`src/rtl/lnk_deframe_pkg.sv`:
```
package lnk_deframe_pkg;

  localparam int LNK_BYTE_W = 8;
  localparam int ADDR_W     = 32;
  localparam int IDX_W      = 4;

  // Packet as delivered: header byte at the bottom, return address on top.
  typedef struct packed {
    logic [ADDR_W-1:0] src;
    logic [ADDR_W-1:0] data;
    logic [ADDR_W-1:0] dst;
    logic [3:0]        ctrl;
    logic [1:0]        dmode;
    logic              write;
    logic              access;
  } mesh_pkt_t;

  localparam int PKT_W = $bits(mesh_pkt_t);

  typedef enum logic [1:0] {
    TRK_IDLE = 2'd0,
    TRK_BODY = 2'd1,
    TRK_TAIL = 2'd2
  } trk_state_t;

  localparam logic [IDX_W-1:0] IDX_FIRST_BODY = 4'd1;
  localparam logic [IDX_W-1:0] IDX_DST_LAST   = 4'd4;
  localparam logic [IDX_W-1:0] IDX_DATA_LAST  = 4'd8;
  localparam logic [IDX_W-1:0] IDX_SHORT_END  = 4'd8;
  localparam logic [IDX_W-1:0] IDX_LONG_END   = 4'd12;
  localparam logic [IDX_W-1:0] IDX_RESUME     = 4'd6;

  // Index of the final byte for a given header.
  function automatic logic [IDX_W-1:0] end_index(input logic write, input logic [1:0] dmode);
    end_index = (write && (dmode != 2'b11)) ? IDX_SHORT_END : IDX_LONG_END;
  endfunction

  // Address step between streamed transactions, in bytes.
  function automatic logic [ADDR_W-1:0] stride(input logic [1:0] dmode);
    stride = ADDR_W'(1) << dmode;
  endfunction

endpackage

```
`src/rtl/lnk_byte_tracker.sv`:
```
module lnk_byte_tracker
  import lnk_deframe_pkg::*;
(
  input  logic                  clk,
  input  logic                  rst_n,
  input  logic                  frame_i,
  input  logic [LNK_BYTE_W-1:0] byte_i,
  output logic                  done_o,
  output mesh_pkt_t             pkt_o
);

  trk_state_t            st_q, st_d;
  logic [IDX_W-1:0]      idx_q, idx_d;
  logic                  frame_q;
  logic [LNK_BYTE_W-1:0] hdr_q, hdr_d;
  logic [ADDR_W-1:0]     dst_q, dst_d;
  logic [ADDR_W-1:0]     data_q, data_d;
  logic [ADDR_W-1:0]     src_q, src_d;
  logic                  done_q, done_d;

  logic rise, at_end, in_dst, in_data;

  assign rise    = frame_i & ~frame_q;
  assign at_end  = (idx_q == end_index(hdr_q[1], hdr_q[3:2]));
  assign in_dst  = (idx_q <= IDX_DST_LAST);
  assign in_data = (idx_q <= IDX_DATA_LAST);

  // Next-state process
  always_comb begin
    st_d   = st_q;
    idx_d  = idx_q;
    hdr_d  = hdr_q;
    dst_d  = dst_q;
    data_d = data_q;
    src_d  = src_q;
    done_d = 1'b0;
    case (st_q)
      TRK_IDLE: begin
        if (rise) begin
          hdr_d = byte_i;
          src_d = '0;
          idx_d = IDX_FIRST_BODY;
          st_d  = TRK_BODY;
        end
      end
      TRK_BODY: begin
        if (!frame_i) begin
          st_d = TRK_IDLE;
        end else begin
          if (in_dst)       dst_d  = {dst_q[ADDR_W-LNK_BYTE_W-1:0], byte_i};
          else if (in_data) data_d = {data_q[ADDR_W-LNK_BYTE_W-1:0], byte_i};
          else              src_d  = {src_q[ADDR_W-LNK_BYTE_W-1:0], byte_i};
          if (at_end) begin
            st_d   = TRK_TAIL;
            done_d = 1'b1;
          end else begin
            idx_d = idx_q + IDX_W'(1);
          end
        end
      end
      TRK_TAIL: begin
        if (frame_i) begin
          // streaming: this byte is byte 5 of the next transaction
          dst_d  = dst_q + stride(hdr_q[3:2]);
          data_d = {data_q[ADDR_W-LNK_BYTE_W-1:0], byte_i};
          src_d  = '0;
          idx_d  = IDX_RESUME;
          st_d   = TRK_BODY;
        end else begin
          st_d = TRK_IDLE;
        end
      end
      default: st_d = TRK_IDLE;
    endcase
  end

  // Register process
  always_ff @(posedge clk or negedge rst_n) begin
    if (!rst_n) begin
      st_q    <= TRK_IDLE;
      idx_q   <= '0;
      frame_q <= 1'b0;
      hdr_q   <= '0;
      dst_q   <= '0;
      data_q  <= '0;
      src_q   <= '0;
      done_q  <= 1'b0;
    end else begin
      st_q    <= st_d;
      idx_q   <= idx_d;
      frame_q <= frame_i;
      hdr_q   <= hdr_d;
      dst_q   <= dst_d;
      data_q  <= data_d;
      src_q   <= src_d;
      done_q  <= done_d;
    end
  end

  assign done_o       = done_q;
  assign pkt_o.src    = src_q;
  assign pkt_o.data   = data_q;
  assign pkt_o.dst    = dst_q;
  assign pkt_o.ctrl   = hdr_q[7:4];
  assign pkt_o.dmode  = hdr_q[3:2];
  assign pkt_o.write  = hdr_q[1];
  assign pkt_o.access = hdr_q[0];

  // first body byte only follows a low-to-high frame change
  p_start_on_rise_r2: assert property (@(posedge clk) disable iff (!rst_n)
    (st_q == TRK_BODY && idx_q == IDX_FIRST_BODY) |-> ($past(frame_i) && !$past(frame_q)));

  // completion is a single-cycle event
  p_done_single_r9: assert property (@(posedge clk) disable iff (!rst_n)
    done_q |=> !done_q);

  // streamed transaction advances the destination by one access size
  p_stream_step_r6: assert property (@(posedge clk) disable iff (!rst_n)
    (st_q == TRK_TAIL && frame_i) |=> (dst_q == $past(dst_q) + stride($past(hdr_q[3:2]))));

  // frame loss mid-packet returns to idle without completing
  p_abort_r8: assert property (@(posedge clk) disable iff (!rst_n)
    (st_q == TRK_BODY && !frame_i) |=> (st_q == TRK_IDLE && !done_q));

endmodule

```
`src/rtl/lnk_pkt_fifo.sv`:
```
module lnk_pkt_fifo #(
  parameter int DEPTH = 4,
  parameter int WIDTH = 104
) (
  input  logic             clk,
  input  logic             rst_n,
  input  logic             push_i,
  input  logic [WIDTH-1:0] data_i,
  input  logic             pop_i,
  output logic             valid_o,
  output logic [WIDTH-1:0] data_o,
  output logic             hold_o
);

  localparam int PTR_W = (DEPTH > 1) ? $clog2(DEPTH) : 1;
  localparam int CNT_W = $clog2(DEPTH + 1);
  localparam logic [CNT_W-1:0] FULL_CNT = CNT_W'(DEPTH);
  localparam logic [CNT_W-1:0] HOLD_CNT = CNT_W'(DEPTH - 1);
  localparam logic [PTR_W-1:0] LAST_PTR = PTR_W'(DEPTH - 1);

  logic [WIDTH-1:0] mem_q [DEPTH];
  logic [PTR_W-1:0] wr_ptr_q, wr_ptr_d;
  logic [PTR_W-1:0] rd_ptr_q, rd_ptr_d;
  logic [CNT_W-1:0] cnt_q, cnt_d;
  logic             hold_q, hold_d;
  logic             pop_ok, push_ok;

  function automatic logic [PTR_W-1:0] ptr_step(input logic [PTR_W-1:0] p);
    ptr_step = (p == LAST_PTR) ? '0 : p + PTR_W'(1);
  endfunction

  // Next-state process
  always_comb begin
    pop_ok   = pop_i && (cnt_q != '0);
    push_ok  = push_i && ((cnt_q != FULL_CNT) || pop_ok);
    wr_ptr_d = push_ok ? ptr_step(wr_ptr_q) : wr_ptr_q;
    rd_ptr_d = pop_ok  ? ptr_step(rd_ptr_q) : rd_ptr_q;
    case ({push_ok, pop_ok})
      2'b10:   cnt_d = cnt_q + CNT_W'(1);
      2'b01:   cnt_d = cnt_q - CNT_W'(1);
      default: cnt_d = cnt_q;
    endcase
    hold_d = (cnt_q >= HOLD_CNT);
  end

  // Register process
  always_ff @(posedge clk or negedge rst_n) begin
    if (!rst_n) begin
      wr_ptr_q <= '0;
      rd_ptr_q <= '0;
      cnt_q    <= '0;
      hold_q   <= 1'b0;
    end else begin
      wr_ptr_q <= wr_ptr_d;
      rd_ptr_q <= rd_ptr_d;
      cnt_q    <= cnt_d;
      hold_q   <= hold_d;
    end
  end

  // Storage, written under an explicit enable, not reset
  always_ff @(posedge clk) begin
    if (push_ok) mem_q[wr_ptr_q] <= data_i;
  end

  assign valid_o = (cnt_q != '0);
  assign data_o  = mem_q[rd_ptr_q];
  assign hold_o  = hold_q;

  // the sender never completes a packet into a full, non-draining buffer
  p_no_overflow_r10: assert property (@(posedge clk) disable iff (!rst_n)
    !(push_i && (cnt_q == FULL_CNT) && !pop_i));

  // a full buffer has already raised its hold
  p_hold_when_full_r10: assert property (@(posedge clk) disable iff (!rst_n)
    (cnt_q == FULL_CNT) |-> hold_q);

endmodule

```
`src/rtl/lnk_deframer.sv`:
```
module lnk_deframer
  import lnk_deframe_pkg::*;
#(
  parameter int DEPTH = 4
) (
  input  logic                  clk,
  input  logic                  rst_n,
  input  logic                  lnk_frame,
  input  logic [LNK_BYTE_W-1:0] lnk_byte,
  input  logic                  wr_ready,
  output logic                  wr_valid,
  output logic [PKT_W-1:0]      wr_pkt,
  output logic                  wr_hold,
  input  logic                  rd_ready,
  output logic                  rd_valid,
  output logic [PKT_W-1:0]      rd_pkt,
  output logic                  rd_hold
);

  localparam int N_CLASS = 2;  // index 0: reads, index 1: writes

  logic             done;
  mesh_pkt_t        pkt;
  logic [N_CLASS-1:0] push_v, pop_v, valid_v, hold_v;
  logic [PKT_W-1:0] head_v [N_CLASS];

  lnk_byte_tracker u_track (
    .clk     (clk),
    .rst_n   (rst_n),
    .frame_i (lnk_frame),
    .byte_i  (lnk_byte),
    .done_o  (done),
    .pkt_o   (pkt)
  );

  assign pop_v = {wr_ready, rd_ready};

  for (genvar g = 0; g < N_CLASS; g++) begin : g_class
    assign push_v[g] = done & pkt.access & (pkt.write == 1'(g));
    lnk_pkt_fifo #(
      .DEPTH (DEPTH),
      .WIDTH (PKT_W)
    ) u_fifo (
      .clk     (clk),
      .rst_n   (rst_n),
      .push_i  (push_v[g]),
      .data_i  (pkt),
      .pop_i   (pop_v[g]),
      .valid_o (valid_v[g]),
      .data_o  (head_v[g]),
      .hold_o  (hold_v[g])
    );
  end

  assign wr_valid = valid_v[1];
  assign wr_pkt   = head_v[1];
  assign wr_hold  = hold_v[1];
  assign rd_valid = valid_v[0];
  assign rd_pkt   = head_v[0];
  assign rd_hold  = hold_v[0];

endmodule

```
`config.mk`:
```
export PLATFORM = sky130hd
export DESIGN_NAME = lnk_deframer
export DESIGN_NICKNAME = d
export VERILOG_FILES = /design/src/rtl/lnk_deframe_pkg.sv /design/src/rtl/lnk_byte_tracker.sv /design/src/rtl/lnk_pkt_fifo.sv /design/src/rtl/lnk_deframer.sv
export SDC_FILE = /design/constraint.sdc
export NUM_CORES = 1
export LEC_CHECK = 0
export BUFFER_PORTS_ARGS = -buffer_cell sky130_fd_sc_hd__buf_2
export CAP_MARGIN = 20
export CORE_ASPECT_RATIO = 1.1
export CORE_MARGIN = 2
export CORE_UTILIZATION = 52
export CTS_CLUSTER_SIZE = 20
export DETAILED_ROUTE_END_ITERATION = 12
export PLACE_DENSITY = 0.7
export SLEW_MARGIN = 10
export SYNTH_ARGS = -nofsm -noshare
export SYNTH_HDL_FRONTEND = slang
export SYNTH_SLANG_ARGS = --single-unit
export TNS_END_PERCENT = 1
```
`constraint.sdc`:
```
create_clock -name clk -period 5.1 [get_ports clk]
set_input_delay 0.765 -clock clk [delete_from_list [all_inputs] [get_ports clk]]
set_output_delay 0.765 -clock clk [all_outputs]
set_load 0.01 [all_outputs]
```
After elaboration in Yosys (flattened, before gate mapping)
Memory sizes are Yosys's and may differ from the RTL's.
Cells that the tools add are included.

storage, ports and cells
  register bits after elaboration = 128
  RAM bits = 832
  memories = 2

cells by class
  add/sub/neg operators = 10
  magnitude comparators = 4
  equality and inequality tests = 23
  shift operators = 1
  muxes and demuxes = 39
  bitwise logic cells = 6
  reduce and logical (&&, ||, !) cells = 20

memories
  name                     words  width  read ports  clocked after Yosys merged registers in  write ports  RTL line            text
  g_class[0].u_fifo.mem_q  4      104    1           0                                        1            lnk_pkt_fifo.sv:21  logic [WIDTH-1:0] mem_q [DEPTH];
  g_class[1].u_fifo.mem_q  4      104    1           0                                        1            lnk_pkt_fifo.sv:21

operators by type and width
  operator                                                            number
  two-way mux 32 bit                                                  12
  case mux 32 bit (2 select lines)                                    2
  case mux 32 bit (3 select lines)                                    1
  adder 32 bit                                                        1
  left shift 1 x 2 -> 32 bit (first input constant)                   1
  two-way mux 4 bit                                                   4
  equality test 2 bit (second input constant)                         7
  two-way mux 2 bit                                                   7
  != test 2 bit (second input constant)                               6
  case mux 3 bit (2 select lines)                                     2
  case mux 4 bit (3 select lines)                                     1
  AND reduction 5 bit                                                 2
  nonzero test 3 bit                                                  3
  adder 2 x 1 -> 2 bit (second input constant)                        4
  two-way mux 1 bit                                                   8
  adder 3 x 1 -> 3 bit (second input constant)                        2
  equality test 2 x 1 -> 1 bit (second input constant)                3
  greater-or-equal comparator 3 x 2 -> 1 bit (second input constant)  2
  != test 2 x 1 -> 1 bit (second input constant)                      3
  != test 3 bit (second input constant)                               2
  case mux 2 bit (3 select lines)                                     1
  AND reduction 6 bit                                                 1
  nonzero test 2 bit                                                  3
  subtractor 3 x 1 -> 3 bit (second input constant)                   2
  13 further kinds                                                    23

Logic depth before layout (Yosys ltp)
Gate-level depths: netlist of the first run.

  depth after elaboration = 7
  depth in mapped cells = 9

By module
From an unflattened synthesis of the first run, not the netlist that was laid out.

unflattened totals
  cell total of the unflattened synthesis = 1755
  area total of the unflattened synthesis = 36717.7 µm²

by module, submodules not included
  module            times used  cells each  area an instance (µm²)
  lnk_pkt_fifo      2           598         15551.2
  lnk_byte_tracker  1           557         5599.1
  lnk_deframer      1           2           16.3

Worst setup path after synthesis of the first run
No wires, ideal clock.

  path type = input -> register
  start = input port rd_ready
  end = memory g_class[0].u_fifo.mem_q[0][0], enable pin
  arrival = 3747 ps
  data required time = 4625 ps
  setup slack = 878 ps
  cell stages on the path = 3
  buffers on the path = 0
  cells stage by stage = nor4b_1 > nor3_1 > and2_1

between the ends
  longest elaborated chain between the ends = 5

ends and longest elaborated chain
  element                                  RTL line            text
  start: declaration                       lnk_deframer.sv:14  input logic rd_ready,
  logical AND 1 bit                        lnk_pkt_fifo.sv:34  pop_ok = pop_i && (cnt_q != '0);
  logical OR 1 bit                         lnk_pkt_fifo.sv:35  push_ok = push_i && ((cnt_q != FULL_CNT) || pop_ok);
  logical AND 1 bit                        lnk_pkt_fifo.sv:35
  two-way mux 1 bit                        lnk_pkt_fifo.sv:63  if (push_ok) mem_q[wr_ptr_q] <= data_i;
  two-way mux 1 bit (implied by the code)  lnk_pkt_fifo.sv:63
  end: declaration                         lnk_pkt_fifo.sv:21

Every way passes these cells.

Worst setup path in the final report of the first run
  start = register g_class[1].u_fifo.rd_ptr_q[0]
  end = output port wr_pkt[4]

between the ends
  longest elaborated chain between the ends = 1

ends and longest elaborated chain
  element                    RTL line            text
  start: declaration         lnk_pkt_fifo.sv:23  logic [PTR_W-1:0] rd_ptr_q, rd_ptr_d;
  start signal: assignment   lnk_pkt_fifo.sv:55  rd_ptr_q <= rd_ptr_d;
  memory read (4 x 104 bit)  n/a
  end: declaration           lnk_deframer.sv:12  output logic [PKT_W-1:0] wr_pkt,

Every way passes these cells.

==> flow_summary.yaml, run 1 <==
worst_setup_path:
  critPathTopFamily: "flip-flops"
  crit_arrival_ns: 2.90
  critPathRequiredTime_ns: 4.34
  endpoint_kind: "primary output"
  cp_num_buf_inv: 2
  cp_slowest_stage_delay_ns: 0.97
  worst_path_max_delay_cell: "dfrtp_4"
  cp-start-kind: "register"
  crit_fanout: 40
  crit_type: "reg -> out"
  crit_chain: "buf_12 > mux4_2 > buf_2"
floorplan:
  die_h_um: 282
  core_area_sq_um: 69300
  ios: 225
  initial_utilization_pct: 52.7
  chipWidth_um: 257
  row_count: 101
  die_area_sq_um: 72400
synthesis:
  syn_area_sq_um: 36500
  seq_area_frac_synth_pct: 77.2
  syn_inst: 1743
  synth_cell_types: 87
  async_flop_share_pct: 13.3
  yosysTopAreaCell: "edfxtp_1"
  ys_seq_elements: 960
  syn_nets: 1779
  synth_edf_count: 832
  synth_common_cells: "832 x edfxtp_1, 208 x mux4_2, 128 x dfrtp_1"
  ys.flop_type: "edfxtp_1"
  synth_area_leaders: "edfxtp_1 68%, mux4_2 13%, dfrtp_1 8.8%"
  synth_most_common_cell: "edfxtp_1"
  yosysWarningCount: 0
  synth_top_area_share_pct: 68.4
  syn_area_per_cell_sq_um: 21.0
power_and_ir_drop:
  sequentialPowerShare_pct: 48.1
  clockPowerShare_pct: 29.2
  p_int_w: 0.0163
  comb_power_share_pct: 22.7
  vdd_ir_drop_max_mv: 0.338
  leakagePower_nw: 14.2
  power_density_nw_per_um2: 558
  p_sw_w: 0.00703
  power.share.switching_pct: 30.1
cells_and_area:
  postLayoutCoreUtil_pct: 60.5
  drive_gt1_share_pct: 32.1
  finalNonFillerCells: 3012
  n_fill_cell: 4928
  multi_input_area_sq_um: 7860
  ff_latch_area_sq_um: 28200
  num_antenna_cells: 0
  areaGrowthSynthToFinish_pct: 14.8
  nets: 2042
sta:
  hold_viol_final: 0
  rsz0062_at_grt: "no"
  slew_violations: 0
  fmax_ghz: 0.273
  relSlewSlack_pct: 26.1
  max_slew.worst_pin.slew_ns: 1.11
  setup_viol_count_final: 0
  post-route-period-util_pct: 71.9
  fin_skew_ns: 0.0261
  period_minus_slack_ns: 3.66
  fin_setup_tns_ns: 0
drt:
  routedWlPerCell_um: 25.6
  postRouteAntennaNets: 0
  routed_wl_um: 77100
  drc: 0
  via_count: 17800
  drtIter0Drc: 1485
  drt-vias-per-instance: 5.90
  first_pass_iters: 5
global_routing:
  track_usage_pct: 21.7
  grt_pass1_wl_um: 116000
  grt_max_degree: 100
  grt_pass1_vias: 18400
  antenna_found_initial: 1
  grt_overflow: 0
clock_network:
  cts_resized: 0
  cts_buffers: 93
  root_buffer: "clkbuf_16"
  post_cts_buffers: 0
  clk_pin_slew_ns: 0.06
  clk_latency_ns: 0.64
  cts_tree: "built"
  clock_path_buffers: 3
  clkSinkCount: 960
  h-tree-depth: 3
place:
  hpwl_um: 46600
  io_buffers: 224
  dp.cells: 2835
  gp_congestion: 0.810
run_status:
  status: "complete, no violations"
run:
  max_cap_viol_count: 0
hold_path:
  hold_class: "in -> reg"
flip-flops by register name, summed over array words and instances, names as in the netlist:
signal and cells:
u_track.done_o 1, g_class.u_fifo.rd_ptr_q 4, u_track.frame_q 1, u_track.idx_q 4, u_track.hdr_q 8, g_class.u_fifo.hold_o 2
u_track.src_q 32, g_class.u_fifo.wr_ptr_q 4, u_track.st_q 2, g_class.u_fifo.mem_q 832, u_track.data_q 32, g_class.u_fifo.cnt_q 6
u_track.dst_q 32
layout by cell type, fill, tap and decap left out, types with 8 or more instances in the layout:
cell type / netlist / routed
mux4_2: 208 / 208
dfrtp_1: 128 / 124
buf_12: 0 / 11
inv_1: 21 / 21
mux2_2: 36 / 36
a21oi_1: 29 / 29
clkbuf_16: 0 / 94
buf_2: 35 / 223
nand4_1: 10 / 10
bufinv_16: 0 / 10
o21ai_0: 52 / 52
clkinv_1: 1 / 13
o22ai_1: 12 / 12
buf_4: 6 / 14
edfxtp_1: 832 / 832
and2_4: 0 / 8
nor2_1: 24 / 24
clkbuf_1: 34 / 23
mux2i_1: 13 / 13
nand3_1: 28 / 28
clkinv_2: 0 / 16
nand2_1: 101 / 101
clkbuf_8: 3 / 8
nor3_1: 14 / 14
ha_1: 20 / 19
metrics by stage:
stage	power (W)	hold WS [ns]	setup slack, ns	area [sq um]
detailed placement	0.0169	0.518	1.77	38800
global route	0.0244	0.482	1.26	41900
finish	0.0234	0.491	1.44	41900
CTS	0.0237	0.310	1.35	41900
global placement	0.0167	0.493	1.86	38800
floorplan	0.0144	0.469	0.878	36500
final cells by class:
type                            instances  share of cell area, %
Sequential cell                       960                   67.3
Multi-Input combinational cell        675                   18.7
Clock buffer                          125                   6.08
Timing Repair Buffer                  253                   3.69
Tap cell                              927                   2.77
Clock inverter                         49                   1.25
Inverter                               23                  0.206
layer usage:
metal  routed length (um)  GRT usage [%]  vias up  share of wire (%)
met5                    0              0        -                  0
met4                 1630           6.43        0                2.1
met3                 4510           3.29      102                5.8
met2                40000           36.7      538                 52
met1                31000           29.6     9483                 40
li1                     -              -     7660                  -
power by group through the flow:
stage          registers (W)  logic, W  clock network (W)
6_report              0.0112   0.00530            0.00683
5_1_grt               0.0114   0.00572            0.00728
3_3_place_gp          0.0113   0.00533                  0
4_1_cts               0.0113   0.00544            0.00696
2_1_floorplan         0.0105   0.00385                  0
3_5_place_dp          0.0114   0.00541                  0
worst paths after layout:
path | slack, ns | end | start | cells past startpoint
worst min-delay path | 0.49 | u_track.frame_q | lnk_frame | 1
min in group asynchronous | 0.58 | u_track.data_q[13] | rst_n | 2
worst max-delay path | 1.44 | wr_pkt[4] | g_class[1].u_fifo.rd_ptr_q[0] | 3
max in group asynchronous | 3.34 | u_track.src_q[1] | rst_n | 4
worst max register to register | 1.86 | u_track.dst_q[15] | u_track.st_q[0] | 8
worst min register to register | 0.52 | g_class[1].u_fifo.hold_o | g_class[1].u_fifo.cnt_q[2] | 1
logic make-up after synthesis:
logic type | synth area share (%)
compound gates | 2.75
xor+xnor | 0.168
fa+ha+maj | 0.850
buf+inv | 1.40
flops | 77.2
mux | 14.5
simple gates | 3.19
what timing repair did:
item / CTS / global route
endpoints found under the setup margin: 0 / 0
endpoints found under the hold margin: 0 / 10
hold buffers: 0 / 1
(Power assumes the default switching activity.)
==> inputs of run 2 (changes only) <==
==> constraint.sdc (replaced) <==
create_clock -name clk -period 3.63 [get_ports clk]
set_input_delay 0.5445 -clock clk [delete_from_list [all_inputs] [get_ports clk]]
set_output_delay 0.5445 -clock clk [all_outputs]
set_load 0.01 [all_outputs]
==> run 2 against run 1 <==
The flow now finishes with violations (hold timing). First-iteration DRC count shrank 2.0%. Sequential power up 39%. Non-clock buffer count grew 15. Clock power grew 43%. Die area stayed put. Utilization up 0.33 points. Register-to-register slack worse by 1.1 ns. Sequential share of layout area shrank 0.37 points. Total power rose by 41%. Critical path type unchanged.
==> flow_summary.yaml, run 2 (synthesis results as in run 1) <==
run_status:
  status: "complete, but fails checks"
  violations: "hold timing"
cells_and_area:
  n_fill_cell: 4912
  final_cell_area_sq_um: 42200
  mostFrequentLayoutCells: "832 x edfxtp_1, 223 x buf_2, 208 x mux4_2"
  areaGrowthSynthToFinish_pct: 15.4
  drive_gt1_share_pct: 33.2
  postLayoutCoreUtil_pct: 60.9
  nets: 2055
  largest_reg_flops: 832
  final_common_cell: "edfxtp_1"
  largest-register: "g_class.u_fifo.mem_q"
floorplan:
  ios: 225
  core_area_sq_um: 69300
  chipWidth_um: 257
  row_count: 101
  die_area_sq_um: 72400
  die_h_um: 282
  initial_utilization_pct: 52.7
hold_path:
  hold_class: "in -> async"
clock_network:
  clkSinkCount: 960
  cts_tree: "built"
  h-tree-depth: 3
  cts_resized: 0
  cts_buffers: 91
  clk_latency_ns: 0.65
  post_cts_buffers: 0
  clk_pin_slew_ns: 0.06
  root_buffer: "clkbuf_16"
  hold_buffers: 0
  clock_path_buffers: 3
drt:
  drtIter0Drc: 1456
  routed_wl_um: 78700
  drt-vias-per-instance: 5.94
  via_count: 18000
  drc: 0
  postRouteAntennaNets: 0
  routedWlPerCell_um: 26.0
  first_pass_iters: 5
global_routing:
  grt_pass1_wl_um: 119000
  grt_overflow: 0
  track_usage_pct: 22.1
  antenna_found_initial: 3
  grt_pass1_vias: 18500
  grt_max_degree: 89
worst_setup_path:
  worst_path_max_delay_cell: "dfrtp_4"
  crit_arrival_ns: 2.61
  critPathLaunch: "g_class[0].u_fifo.rd_ptr_q[0]"
  critPathTopFamily: "flip-flops"
  crit-reg2reg-launch: "u_track.st_q[1]"
  crit_type: "reg -> out"
  r2r_slack_ns: 0.77
  cp-start-kind: "register"
  cp_slowest_stage_delay_ns: 0.73
  crit_fanout: 22
  crit_chain: "buf_4 > mux4_2 > buf_2"
  endpoint_kind: "primary output"
  cp_num_buf_inv: 2
  critPathRequiredTime_ns: 3.09
sta:
  fin_skew_ns: 0.0255
  fmax_ghz: 0.317
  slew_violations: 0
  hold_viol_final: 8
  setup_viol_count_final: 0
  post-route-period-util_pct: 86.9
  holdWs_ns: -0.0124
  max_slew.worst_pin.slew_ns: 0.968
  rsz0062_at_grt: "no"
  relSlewSlack_pct: 35.5
  period_minus_slack_ns: 3.15
place:
  gp_congestion: 0.843
  dpl_cell_area_sq_um: 39000
  hpwl_um: 47600
  io_buffers: 224
power_and_ir_drop:
  clockPowerShare_pct: 29.5
  comb_power_share_pct: 23.2
  p_int_w: 0.0230
  sequentialPowerShare_pct: 47.3
  power_density_nw_per_um2: 783
  power.share.switching_pct: 30.2
  vdd_ir_drop_max_mv: 0.511
  p_sw_w: 0.00996
  leakagePower_nw: 14.3
run:
  max_cap_viol_count: 0
-- run 2: changes by cell type in the layout (fill, tap and decap cells not counted), moves of 3 or more --
cell | before | now
clkinv_4 | 1 | 8
buf_16 | 3 | 0
buf_12 | 11 | 19
clkinv_1 | 13 | 7
clkbuf_8 | 8 | 17
inv_6 | 4 | 1
clkinvlp_4 | 5 | 2
buf_4 | 14 | 25
bufinv_16 | 10 | 7
clkbuf_1 | 23 | 17
-- run 2: worst reg2reg max path, cell delays in order (launching register included) --
cell	delay, ns
dfrtp_1	0.42
inv_1	0.10
ha_2	0.36
inv_2	0.08
o31ai_4	0.57
and2_1	0.65
buf_4	0.31
nand4_1	0.11
o311a_1	0.16
-- run 2: worst paths after layout --
path | endpoint | depth (start not counted)
setup / recovery | rd_pkt[34] | 3
hold / removal | u_track.data_q[20] | 1
setup reg to reg | u_track.dst_q[23] | 8
hold reg to reg | g_class[1].u_fifo.hold_o | 1
max in group asynchronous | u_track.dst_q[19] | 2
min in group clk | u_track.src_q[3] | 3
-- run 2: stage by stage --
step	setup WS (ns)	power, W	cells	setup TNS, ns
after floorplan	-0.371	0.0202	1743	-198.15
after global placement	0.878	0.0234	2853	0
after detailed placement	0.783	0.0237	2853	0
after CTS	0.373	0.0334	3025	0
after global routing	0.331	0.0345	3026	0
final	0.477	0.0330	3026	0
-- run 2: cell type report --
cell class                      count  area (sq um)  area share [%]
Inverter                           23          86.3           0.205
Sequential cell                   960         28200            66.9
Clock buffer                      130          2700            6.41
Tap cell                          927          1160            2.75
Multi-Input combinational cell    675          7860            18.6
Clock inverter                     42           450            1.07
Antenna cell                        1          2.50         0.00594
Timing Repair Buffer              268          1700            4.02
-- run 2: metal layers --
metal,share of wire (%),up-vias,GRT usage [%]
met2,52,519,38.1
met5,0.043,-,0
li1,-,7696,-
met4,1.9,4,6.05
met3,5.3,98,3.79
met1,41,9658,29.5
-- run 2: power groups by stage --
stage               sequential, W  clock, W  combinational [W]
floorplan                  0.0148         0            0.00541
CTS                        0.0156   0.00992            0.00785
finish                     0.0156   0.00974            0.00765
global placement           0.0157         0            0.00771
detailed placement         0.0159         0            0.00780
global route               0.0158    0.0103            0.00829
==> inputs of run 3 (changes only) <==
--- a/config.mk
+++ b/config.mk
@@ -7,12 +7,14 @@
 export LEC_CHECK = 0
 export BUFFER_PORTS_ARGS = -buffer_cell sky130_fd_sc_hd__buf_2
 export CAP_MARGIN = 20
+export CELL_PAD_IN_SITES_DETAIL_PLACEMENT = 0
+export CELL_PAD_IN_SITES_GLOBAL_PLACEMENT = 1
 export CORE_ASPECT_RATIO = 1.1
 export CORE_MARGIN = 2
-export CORE_UTILIZATION = 52
+export CORE_UTILIZATION = 48
 export CTS_CLUSTER_SIZE = 20
 export DETAILED_ROUTE_END_ITERATION = 12
-export PLACE_DENSITY = 0.7
+export PLACE_DENSITY_LB_ADDON = 0.1
 export SLEW_MARGIN = 10
 export SYNTH_ARGS = -nofsm -noshare
 export SYNTH_HDL_FRONTEND = slang
==> constraint.sdc (replaced) <==
create_clock -name clk -period 2.9 [get_ports clk]
set_input_delay 0.435 -clock clk [delete_from_list [all_inputs] [get_ports clk]]
set_output_delay 0.435 -clock clk [all_outputs]
set_load 0.01 [all_outputs]
==> run 3 against run 2 <==
The run now ends clean. First-iteration DRC count fell by 2.8%. Utilization decreased by 4.4 points. Highest routed layer unchanged. Global-route usage fell by 0.20 points. Clock-buffer cell count up 9. Critical path depth unchanged. Total power is 27% higher. Hold slack improved by 0.14 ns. Largest cell class unchanged. Worst setup slack got worse by 0.37 ns. Via count is 0.41% lower. Flip-flop and latch count unchanged.
==> flow_summary.yaml, run 3 (synthesis results as in run 1) <==
run_status:
  status: "complete, no violations"
sta:
  post-route-period-util_pct: 96.3
  period_minus_slack_ns: 2.79
  setup_viol_count_final: 0
  hold_viol_final: 0
  fmax_ghz: 0.358
  rsz0062_at_grt: "no"
  slew_violations: 0
  max_slew.worst_pin.slew_ns: 0.729
  relSlewSlack_pct: 51.4
  fin_skew_ns: 0.0144
place:
  gp_congestion: 0.786
  io_buffers: 224
  dpl_cell_area_sq_um: 39600
  hpwl_um: 50800
  dp.cells: 2979
clock_network:
  cts_resized: 0
  root_buffer: "clkbuf_16"
  cts_buffers: 95
  clk_pin_slew_ns: 0.06
  clk_latency_ns: 0.64
  clock_path_buffers: 3
  clkSinkCount: 960
  h-tree-depth: 3
  cts_tree: "built"
floorplan:
  die_area_sq_um: 78300
  initial_utilization_pct: 48.2
  ios: 225
  core_area_sq_um: 75700
  die_h_um: 293
  chipWidth_um: 267
  row_count: 106
power_and_ir_drop:
  vdd_ir_drop_max_mv: 0.595
  power_density_nw_per_um2: 979
  leakagePower_nw: 14.5
cells_and_area:
  drive_gt1_share_pct: 33.2
  final_common_cell: "edfxtp_1"
  largest-register: "g_class.u_fifo.mem_q"
  nets: 2091
  areaGrowthSynthToFinish_pct: 17.0
  mostFrequentLayoutCells: "832 x edfxtp_1, 223 x buf_2, 208 x mux4_2"
  n_fill_cell: 5710
  multi_input_area_sq_um: 7860
  finalNonFillerCells: 3160
  final_cell_area_sq_um: 42700
  num_antenna_cells: 0
  largest_reg_flops: 832
  ff_latch_area_sq_um: 28200
drt:
  routed_wl_um: 83900
  drt-vias-per-instance: 5.67
  first_pass_iters: 5
  drtIter0Drc: 1415
  routedWlPerCell_um: 26.5
  via_count: 17900
  drc: 0
  postRouteAntennaNets: 0
worst_setup_path:
  endpoint_kind: "primary output"
  crit-reg2reg-launch: "u_track.hdr_q[3]"
  critPathRequiredTime_ns: 2.47
  crit_fanout: 28
  crit_type: "reg -> out"
  reg2regPathDepth: 8
  crit_arrival_ns: 2.36
  r2r_slack_ns: 0.24
  cp-start-kind: "register"
  reg2reg_to: "u_track.dst_q[26]"
hold_path:
  whs_path_depth: 3
  hp-start: "lnk_byte[2]"
  hold_class: "in -> reg"
  min_to: "u_track.src_q[2]"
global_routing:
  grt_pass1_wl_um: 125000
  track_usage_pct: 21.9
  grt_overflow: 0
  grt_pass1_vias: 18500
  grt_max_degree: 60
  antenna_found_initial: 4
run:
  max_cap_viol_count: 0
## run 3: cell count changes in the layout (fill, tap and decap cells not counted), sizes merged
cell / previous run / this run
inv: 23 / 22
buf: 268 / 299
clkbuf: 130 / 139
bufinv: 7 / 8
diode: 1 / 0
clkinv: 33 / 28
dlygate4sd3: 0 / 1
## run 3: per-layer routing
| metal | global-route usage, % | part of all wire [%] | vias to the layer above |
|---|---|---|---|
| met4 | 5.84 | 2.1 | 8 |
| li1 | - | - | 7766 |
| met2 | 37.1 | 51 | 421 |
| met1 | 29.8 | 42 | 9591 |
| met3 | 3.55 | 4.6 | 116 |
| met5 | 0 | 0.066 | - |
## run 3: final cells by class
class	instances	area share, %
inverter	23	0.202
clock inverter	37	0.943
sequential	960	66.0
clock buffer	139	6.29
tap	1026	3.00
multi-input combinational	675	18.4
timing repair buffer	300	5.18
## run 3: worst max path at each step
stage | start | endpoint
CTS | g_class[0].u_fifo.rd_ptr_q[1] | rd_pkt[9]
floorplan | u_track.hdr_q[0] | g_class[0].u_fifo.mem_q[0][0]
global route | g_class[1].u_fifo.rd_ptr_q[0] | wr_pkt[6]
detailed placement | u_track.hdr_q[3] | u_track.dst_q[26]
global placement | u_track.hdr_q[3] | u_track.dst_q[26]
finish | g_class[0].u_fifo.rd_ptr_q[1] | rd_pkt[15]
## run 3: critical path, cell delays in order (launching register included)
cell and delay [ns]:
dfrtp_4 0.84, buf_12 0.31, mux4_2 0.38, buf_2 0.16
## run 3: where the power goes
group	internal, W	switching [W]	leakage [nW]
clock network	0.00713	0.00502	1.50
registers	0.0171	0.00221	9.14
logic	0.00493	0.00542	3.89
## run 3: timing repair
item | CTS | global route
setup buffers | 4 | 0
hold buffers | 1 | 0
endpoints found under the setup margin | 8 | 0
endpoints found under the hold margin | 50 | 0
## run 3: stage by stage
step                setup slack [ns]  hold slack [ns]  TNS [ns]  total power [W]  utilization (%)
finish                         0.107            0.127         0           0.0418             56.4
global route                  0.0179            0.134         0           0.0437             56.4
CTS                           0.0446            0.106         0           0.0425             56.4
detailed placement             0.238            0.497         0           0.0303             52.3
global placement               0.299            0.494         0           0.0301             52.3
floorplan                      -1.08            0.139   -723.42           0.0253                -
